$ cat config.mk
export PLATFORM = sky130hd
export DESIGN_NAME = raster_timing_gen
export DESIGN_NICKNAME = d
export VERILOG_FILES = /design/src/rtl/rtg_pkg.sv /design/src/rtl/rtg_regs.sv /design/src/rtl/rtg_core.sv /design/src/rtl/raster_timing_gen.sv
export SDC_FILE = /design/constraint.sdc
export NUM_CORES = 1
export LEC_CHECK = 0
export CAP_MARGIN = 20
export CORE_UTILIZATION = 55
export CTS_CLUSTER_DIAMETER = 60
export CTS_CLUSTER_SIZE = 14
export DETAILED_ROUTE_END_ITERATION = 6
export HOLD_SLACK_MARGIN = 0.06
export PLACE_DENSITY = 0.72
export SETUP_SLACK_MARGIN = 0.4
export SLEW_MARGIN = 20
export SYNTH_ARGS = -nofsm -noshare
export SYNTH_HDL_FRONTEND = slang
export SYNTH_SLANG_ARGS = --single-unit
$ cat constraint.sdc
create_clock -name clk -period 8.7 [get_ports clk]
set_input_delay 1.74 -clock clk [delete_from_list [all_inputs] [get_ports clk]]
set_output_delay 1.74 -clock clk [all_outputs]
set_load 0.01 [all_outputs]
$ cat src/rtl/rtg_pkg.sv
package rtg_pkg;
    localparam int unsigned RTG_CW = 10;

    localparam logic [2:0] A_ACT   = 3'd0;
    localparam logic [2:0] A_HTIM  = 3'd1;
    localparam logic [2:0] A_V1TIM = 3'd2;
    localparam logic [2:0] A_V2TIM = 3'd3;
    localparam logic [2:0] A_F2ACT = 3'd4;
    localparam logic [2:0] A_CTRL  = 3'd5;
    localparam logic [2:0] A_MASK  = 3'd6;
    localparam logic [2:0] A_STAT  = 3'd7;

    typedef struct packed {
        logic [RTG_CW-1:0] act;
        logic [RTG_CW-1:0] fp;
        logic [RTG_CW-1:0] sw;
        logic [RTG_CW-1:0] bp;
    } axis_t;

    typedef struct packed {
        axis_t h;
        axis_t v1;
        axis_t v2;
        logic  il;
    } timing_t;
endpackage

$ cat src/rtl/rtg_regs.sv
module rtg_regs
    import rtg_pkg::*;
#(
    parameter int unsigned CW = RTG_CW,
    parameter int unsigned DW = 32
) (
    input  logic          clk,
    input  logic          rst,
    input  logic          wr_en,
    input  logic [2:0]    wr_addr,
    input  logic [DW-1:0] wr_data,
    input  logic          vs_start_i,
    output logic          en_o,
    output logic          hpl_o,
    output logic          vpl_o,
    output timing_t       pend_o,
    output logic          irq_o
);
    typedef struct packed {
        timing_t pend;
        logic    en;
        logic    hpl;
        logic    vpl;
        logic    mask;
        logic    stat;
    } regs_t;

    regs_t r_d, r_q;

    always_comb begin
        r_d = r_q;
        if (wr_en) begin
            case (wr_addr)
                A_ACT: begin
                    r_d.pend.h.act  = wr_data[CW-1:0];
                    r_d.pend.v1.act = wr_data[2*CW-1:CW];
                end
                A_HTIM: begin
                    r_d.pend.h.sw = wr_data[CW-1:0];
                    r_d.pend.h.bp = wr_data[2*CW-1:CW];
                    r_d.pend.h.fp = wr_data[3*CW-1:2*CW];
                end
                A_V1TIM: begin
                    r_d.pend.v1.sw = wr_data[CW-1:0];
                    r_d.pend.v1.bp = wr_data[2*CW-1:CW];
                    r_d.pend.v1.fp = wr_data[3*CW-1:2*CW];
                end
                A_V2TIM: begin
                    r_d.pend.v2.sw = wr_data[CW-1:0];
                    r_d.pend.v2.bp = wr_data[2*CW-1:CW];
                    r_d.pend.v2.fp = wr_data[3*CW-1:2*CW];
                end
                A_F2ACT: r_d.pend.v2.act = wr_data[CW-1:0];
                A_CTRL: begin
                    r_d.en      = wr_data[0];
                    r_d.hpl     = wr_data[1];
                    r_d.vpl     = wr_data[2];
                    r_d.pend.il = wr_data[3] & wr_data[4];
                end
                A_MASK: r_d.mask = wr_data[0];
                A_STAT: if (wr_data[0]) r_d.stat = 1'b0;
                default: ;
            endcase
        end
        if (vs_start_i) r_d.stat = 1'b1;
    end

    always_ff @(posedge clk) begin
        if (rst) r_q <= '0;
        else     r_q <= r_d;
    end

    assign en_o   = r_q.en;
    assign hpl_o  = r_q.hpl;
    assign vpl_o  = r_q.vpl;
    assign pend_o = r_q.pend;
    assign irq_o  = r_q.stat & r_q.mask;

    a_r9_event_sets_status: assert property (@(posedge clk) disable iff (rst)
        vs_start_i |=> r_q.stat);
    a_r10_w1c_clears: assert property (@(posedge clk) disable iff (rst)
        (wr_en && wr_addr == A_STAT && wr_data[0] && !vs_start_i) |=> !r_q.stat);
endmodule

$ cat src/rtl/rtg_core.sv
module rtg_core
    import rtg_pkg::*;
#(
    parameter int unsigned CW = RTG_CW,
    localparam int unsigned TW = CW + 2
) (
    input  logic    clk,
    input  logic    rst,
    input  logic    en_i,
    input  timing_t pend_i,
    output logic    de_o,
    output logic    hs_o,
    output logic    vs_o,
    output logic    fld_o,
    output logic    vs_start_o
);
    typedef struct packed {
        logic [TW-1:0] h;
        logic [TW-1:0] v;
        logic          fld;
        timing_t       act;
    } core_t;

    core_t c_d, c_q;

    logic [TW-1:0] hact, hfp, hsw, hbp, htot;
    logic [TW-1:0] vact, vfp, vsw, vbp, vtot;
    logic          h_end, v_end;

    always_comb begin
        hact = TW'(c_q.act.h.act) + 1'b1;
        hfp  = TW'(c_q.act.h.fp)  + 1'b1;
        hsw  = TW'(c_q.act.h.sw)  + 1'b1;
        hbp  = TW'(c_q.act.h.bp)  + 1'b1;
        if (c_q.fld) begin
            vact = TW'(c_q.act.v2.act) + 1'b1;
            vfp  = TW'(c_q.act.v2.fp)  + 1'b1;
            vsw  = TW'(c_q.act.v2.sw)  + 1'b1;
            vbp  = TW'(c_q.act.v2.bp);
        end else begin
            vact = TW'(c_q.act.v1.act) + 1'b1;
            vfp  = TW'(c_q.act.v1.fp)  + 1'b1;
            vsw  = TW'(c_q.act.v1.sw)  + 1'b1;
            vbp  = TW'(c_q.act.v1.bp)  + 1'b1;
        end
        htot  = hact + hfp + hsw + hbp;
        vtot  = vact + vfp + vsw + vbp;
        h_end = (c_q.h == htot - 1'b1);
        v_end = (c_q.v == vtot - 1'b1);

        c_d = c_q;
        if (!en_i) begin
            c_d.h   = '0;
            c_d.v   = '0;
            c_d.fld = 1'b0;
            c_d.act = pend_i;
        end else if (h_end) begin
            c_d.h = '0;
            if (v_end) begin
                c_d.v = '0;
                if (c_q.act.il && !c_q.fld) begin
                    c_d.fld = 1'b1;
                end else begin
                    c_d.fld = 1'b0;
                    c_d.act = pend_i;
                end
            end else begin
                c_d.v = c_q.v + 1'b1;
            end
        end else begin
            c_d.h = c_q.h + 1'b1;
        end
    end

    always_ff @(posedge clk) begin
        if (rst) c_q <= '0;
        else     c_q <= c_d;
    end

    assign de_o  = en_i && (c_q.h < hact) && (c_q.v < vact);
    assign hs_o  = en_i && (c_q.h >= hact + hfp) && (c_q.h < hact + hfp + hsw);
    assign vs_o  = en_i && (c_q.v >= vact + vfp) && (c_q.v < vact + vfp + vsw);
    assign fld_o = en_i && c_q.fld;
    assign vs_start_o = en_i && (c_q.h == '0) && (c_q.v == vact + vfp);

    a_r7_off_restarts: assert property (@(posedge clk) disable iff (rst)
        !en_i |=> (c_q.h == '0 && c_q.v == '0 && !c_q.fld));
    a_r8_prog_no_second_field: assert property (@(posedge clk) disable iff (rst)
        !c_q.act.il |-> !c_q.fld);
    a_r11_working_set_holds: assert property (@(posedge clk) disable iff (rst)
        (en_i && !(h_end && v_end)) |=> $stable(c_q.act));
    a_r2_column_in_line: assert property (@(posedge clk) disable iff (rst)
        en_i |-> (c_q.h < htot));
endmodule

$ cat src/rtl/raster_timing_gen.sv
module raster_timing_gen
    import rtg_pkg::*;
#(
    parameter int unsigned CW = RTG_CW,
    parameter int unsigned DW = 32
) (
    input  logic          clk,
    input  logic          rst,
    input  logic          wr_en,
    input  logic [2:0]    wr_addr,
    input  logic [DW-1:0] wr_data,
    output logic          hsync,
    output logic          vsync,
    output logic          de,
    output logic          field,
    output logic          irq
);
    logic    en, hpl, vpl, hs_i, vs_i, vs_start;
    timing_t pend;

    rtg_regs #(.CW(CW), .DW(DW)) u_regs (
        .clk(clk), .rst(rst), .wr_en(wr_en), .wr_addr(wr_addr),
        .wr_data(wr_data), .vs_start_i(vs_start), .en_o(en),
        .hpl_o(hpl), .vpl_o(vpl), .pend_o(pend), .irq_o(irq)
    );

    rtg_core #(.CW(CW)) u_core (
        .clk(clk), .rst(rst), .en_i(en), .pend_i(pend), .de_o(de),
        .hs_o(hs_i), .vs_o(vs_i), .fld_o(field), .vs_start_o(vs_start)
    );

    assign hsync = hs_i ^ hpl;
    assign vsync = vs_i ^ vpl;
endmodule

==> results.toml <==
[drt]
top_layer_used = "met4"
routed-wl-met3_um = 2220
drt_iter0_markers = 1168
routed_wirelength_um = 41800
ant_nets = 0
vias = 14300
dr.pass1.iters = 5
wl_per_cell_um = 16.5
drc = 0
wl_met2_um = 19300
routedLengthMet1_um = 19300
avgViaCountPerCell = 5.62

[clock_network]
max-clock-path-buffers = 3
cts_num_sinks = 272
clkSlewWorstSetupHoldPaths_ns = 0.07
cts-root-buf = "clkbuf_16"
ctsHoldBuffers = 0
cts_buffers = 26
tritoncts = "done"
htreeDepth = 1
insertion_delay_ns = 0.55

[setup_path]
cp.required_ns = 6.96
worstReg2RegStart = "u_core.c_q[121]"
crit_fanout = 9
start_kind = "flip-flop"
startpoint = "u_core.c_q[121]"
worstPathArrival_ns = 6.24
critPathKind = "flip-flop to primary output"
cp-end-kind = "primary output"

[place]
hpwl_um = 30300
place_area_um2 = 17100
globalplace.congestion = 0.875
dp.cells = 2493
place.port_buffers = 40

[cells_and_area]
ff_latch_area_um2 = 5450
fin_nets = 2334
final_area_um2 = 17900
n_antenna_cell = 0
drive_above_1_share = 0.0420
fillerInstances = 2662
stdcell_count = 2535
multi_input_area_um2 = 10300
area_growth_pct = 8.67

[power_and_ir_drop]
power_frac_clock = 0.395
p_switching_mw = 0.687
p_leak_nw = 6.89
swShare = 0.260
p_int_mw = 1.95
power_frac_comb = 0.121
power_frac_seq = 0.484
power_density_nw_per_um2 = 147
ir_worst_vdd_mv = 0.133

[floorplan]
die-width_um = 175
die_h_um = 175
fp-row-count = 63
die_area_um2 = 30700
design.core.area_um2 = 29600
start_util = 0.558
io_pins = 43

[timing]
fmaxAchievable_mhz = 125
period_needed_ns = 7.98
rsz0062_at_grt = "false"
setup_violations = 0
finalHoldViolCount = 0
fin_hold_ws_ns = 0.451
fin_tns_setup_ns = 0
tightest_slew_ns = 1.05
slew_viol_final = 0
clock_skew_ns = 0.0211
period_share = 0.917
max_slew_margin = 0.299

[logic_synthesis]
async_flop_share = 0
syn_avg_cell_area_um2 = 7.69
synthCells = 2145
synth_seq_area_share = 0.330
synth_edf_count = 0
synth-seq-cells = 272
synth_cell_types = 67
synth_area_um2 = 16500
synth_warnings = 0
synth_flop_cell = "dfxtp_1"
syn_nets = 2344

[global_routing]
gr-total-overflow = 0
grt_pass1_wl_um = 67500
first_global_vias = 13500
grt_max_degree = 106
grt_antenna_before_repair = 0
track_usage = 0.271

[hold_path]
worstHoldStart = "u_core.c_q[7]"
worstHoldPathType = "flip-flop to flip-flop"

[run_status]
status = "finished clean"

[run]
max_cap_violations = 0
-- metal layers --
| metal | up-vias | GRT usage |
|---|---|---|
| li1 | 7195 | - |
| met1 | 6636 | 0.371 |
| met2 | 357 | 0.449 |
| met3 | 69 | 0.0281 |
| met4 | 0 | 0.0779 |
| met5 | - | 0 |
-- stage by stage --
stage,setup slack [ns],utilization,power (mW)
floorplan,0.682,-,1.53
global placement,0.572,0.577,1.61
detailed placement,0.270,0.577,1.62
CTS,0.495,0.605,2.64
global route,0.415,0.606,2.74
finish,0.718,0.606,2.64
-- final timing paths --
check                                       to  slack (ns)  cells after the start
worst max-delay path                     vsync        0.72                     25
worst min-delay path             u_core.c_q[7]        0.45                      2
worst min register to register   u_core.c_q[7]        0.45                      2
worst max register to register  u_core.c_q[15]        0.83                     32
-- cell usage in the layout, fill, tap and decap left out, drive strengths merged, types with 3 or more instances in the layout --
cell type,instances
o21bai,7
o21a,13
o21ai,62
clkdlybuf4s50,38
dfxtp,272
clkinv,4
nand2b,19
inv,114
or4b,3
nand4,14
xnor2,94
nand3b,3
ha,155
xor2,74
maj3,6
nor4,3
and3,29
a31oi,6
mux2,3
mux2i,31
a21o,25
or3,5
o22ai,4
o211ai,6
nor2b,16
nor3,20
nand3,70
nand2,546
or4,3
a21oi,302
nand4b,3
and2,12
buf,19
a211oi,11
a211o,3
clkbuf,29
a21boi,4
nor2,81
fa,6
-- state kept, by name (all words and copies together) (netlist names) --
register       flops
u_core.c_q       146
u_regs.vpl_o       1
u_regs.hpl_o       1
u_regs.pend_o    121
u_regs.en_o        1
u_regs.r_q         2
-- critical path, stage by stage, from the launching register on --
cell and delay (ns):
dfxtp_4 0.45, mux2i_1 0.21, buf_4 0.16, inv_1 0.04
ha_1 0.36, ha_1 0.33, a21oi_2 0.19, nor2b_1 0.07
nor2_1 0.16, o21bai_1 0.10, a21oi_1 0.18, xnor2_1 0.21
ha_1 0.33, o21a_1 0.12, a21o_1 0.20, maj3_1 0.40
xnor2_2 0.22, ha_1 0.27, nor3_1 0.17, nor2_1 0.07
o41a_1 0.11, maj3_1 0.35, a21oi_1 0.22, o2111ai_1 0.20
xnor2_2 0.28, dlygate4sd2_1 0.30
-- final cells by class --
cell class | instances | area share
multi-input cells | 1666 | 0.572
flip-flops and latches | 272 | 0.304
clock buffers | 29 | 0.0375
repair buffers | 58 | 0.0313
well taps | 390 | 0.0272
inverters | 111 | 0.0232
clock inverters | 9 | 0.00440
-- logic make-up (layout without fill, tap and decap cells) --
family | after synthesis | count (layout) | synth area share
multiplexers | 34 | 34 | 0.0209
XOR/XNOR | 169 | 169 | 0.0907
flip-flops | 272 | 272 | 0.330
adder cells (fa/ha/maj) | 167 | 167 | 0.129
AO/OA/AOI/OAI | 462 | 463 | 0.160
buffers and inverters | 208 | 207 | 0.0539
AND/OR/NAND/NOR | 833 | 833 | 0.216
-- what timing repair did --
| action | in CTS | in global routing |
|---|---|---|
| pin swaps | 1 | 1 |
| gates resized for setup | 9 | 6 |
| setup endpoints to repair | 108 | 121 |
| gates cloned | 0 | 1 |
| buffers inserted | 3 | 0 |
-- power groups by stage --
stage,clock network (mW),logic [mW],registers [mW]
floorplan,0,0.231,1.30
global placement,0,0.305,1.30
detailed placement,0,0.313,1.31
CTS,1.05,0.316,1.28
global route,1.10,0.354,1.28
finish,1.04,0.320,1.28
-- cells in the mapped netlist, drive strengths merged (2+ instances only) --
cell type  instances  share of area
o21a              12         0.0055
maj3               6         0.0036
nand2b            19         0.0072
nor4               3         0.0011
ha               155           0.12
a211oi            11         0.0056
a2111o             2         0.0014
or2                2        0.00076
xnor2             94          0.050
nor2b             16         0.0061
fa                 6         0.0073
nand3b             3         0.0014
a22oi              2        0.00091
xor2              74          0.039
and2              12         0.0047
nand4             14         0.0053
o2111ai            2         0.0011
or4                3         0.0014
a211o              3         0.0016
o21bai             7         0.0032
o21ai             62          0.019
nor3b              2        0.00091
a21o              25          0.011
o22ai              4         0.0015
mux2               3         0.0020
and3              29          0.011
inv              111          0.025
a31oi              6         0.0023
nand2            546           0.12
or4b               3         0.0018
o211ai             6         0.0027
nor3              20         0.0061
mux2i             31          0.019
a21boi             4         0.0018
nand4b             3         0.0016
a31o               2         0.0011
a221oi             2         0.0014
dfxtp            272           0.33
or3                5         0.0019
buf               31          0.014
nand3             70          0.021
nor2              81          0.018
a21oi            302          0.092
clkbuf            66          0.015
Note: power is estimated with default switching activity, not from simulation.
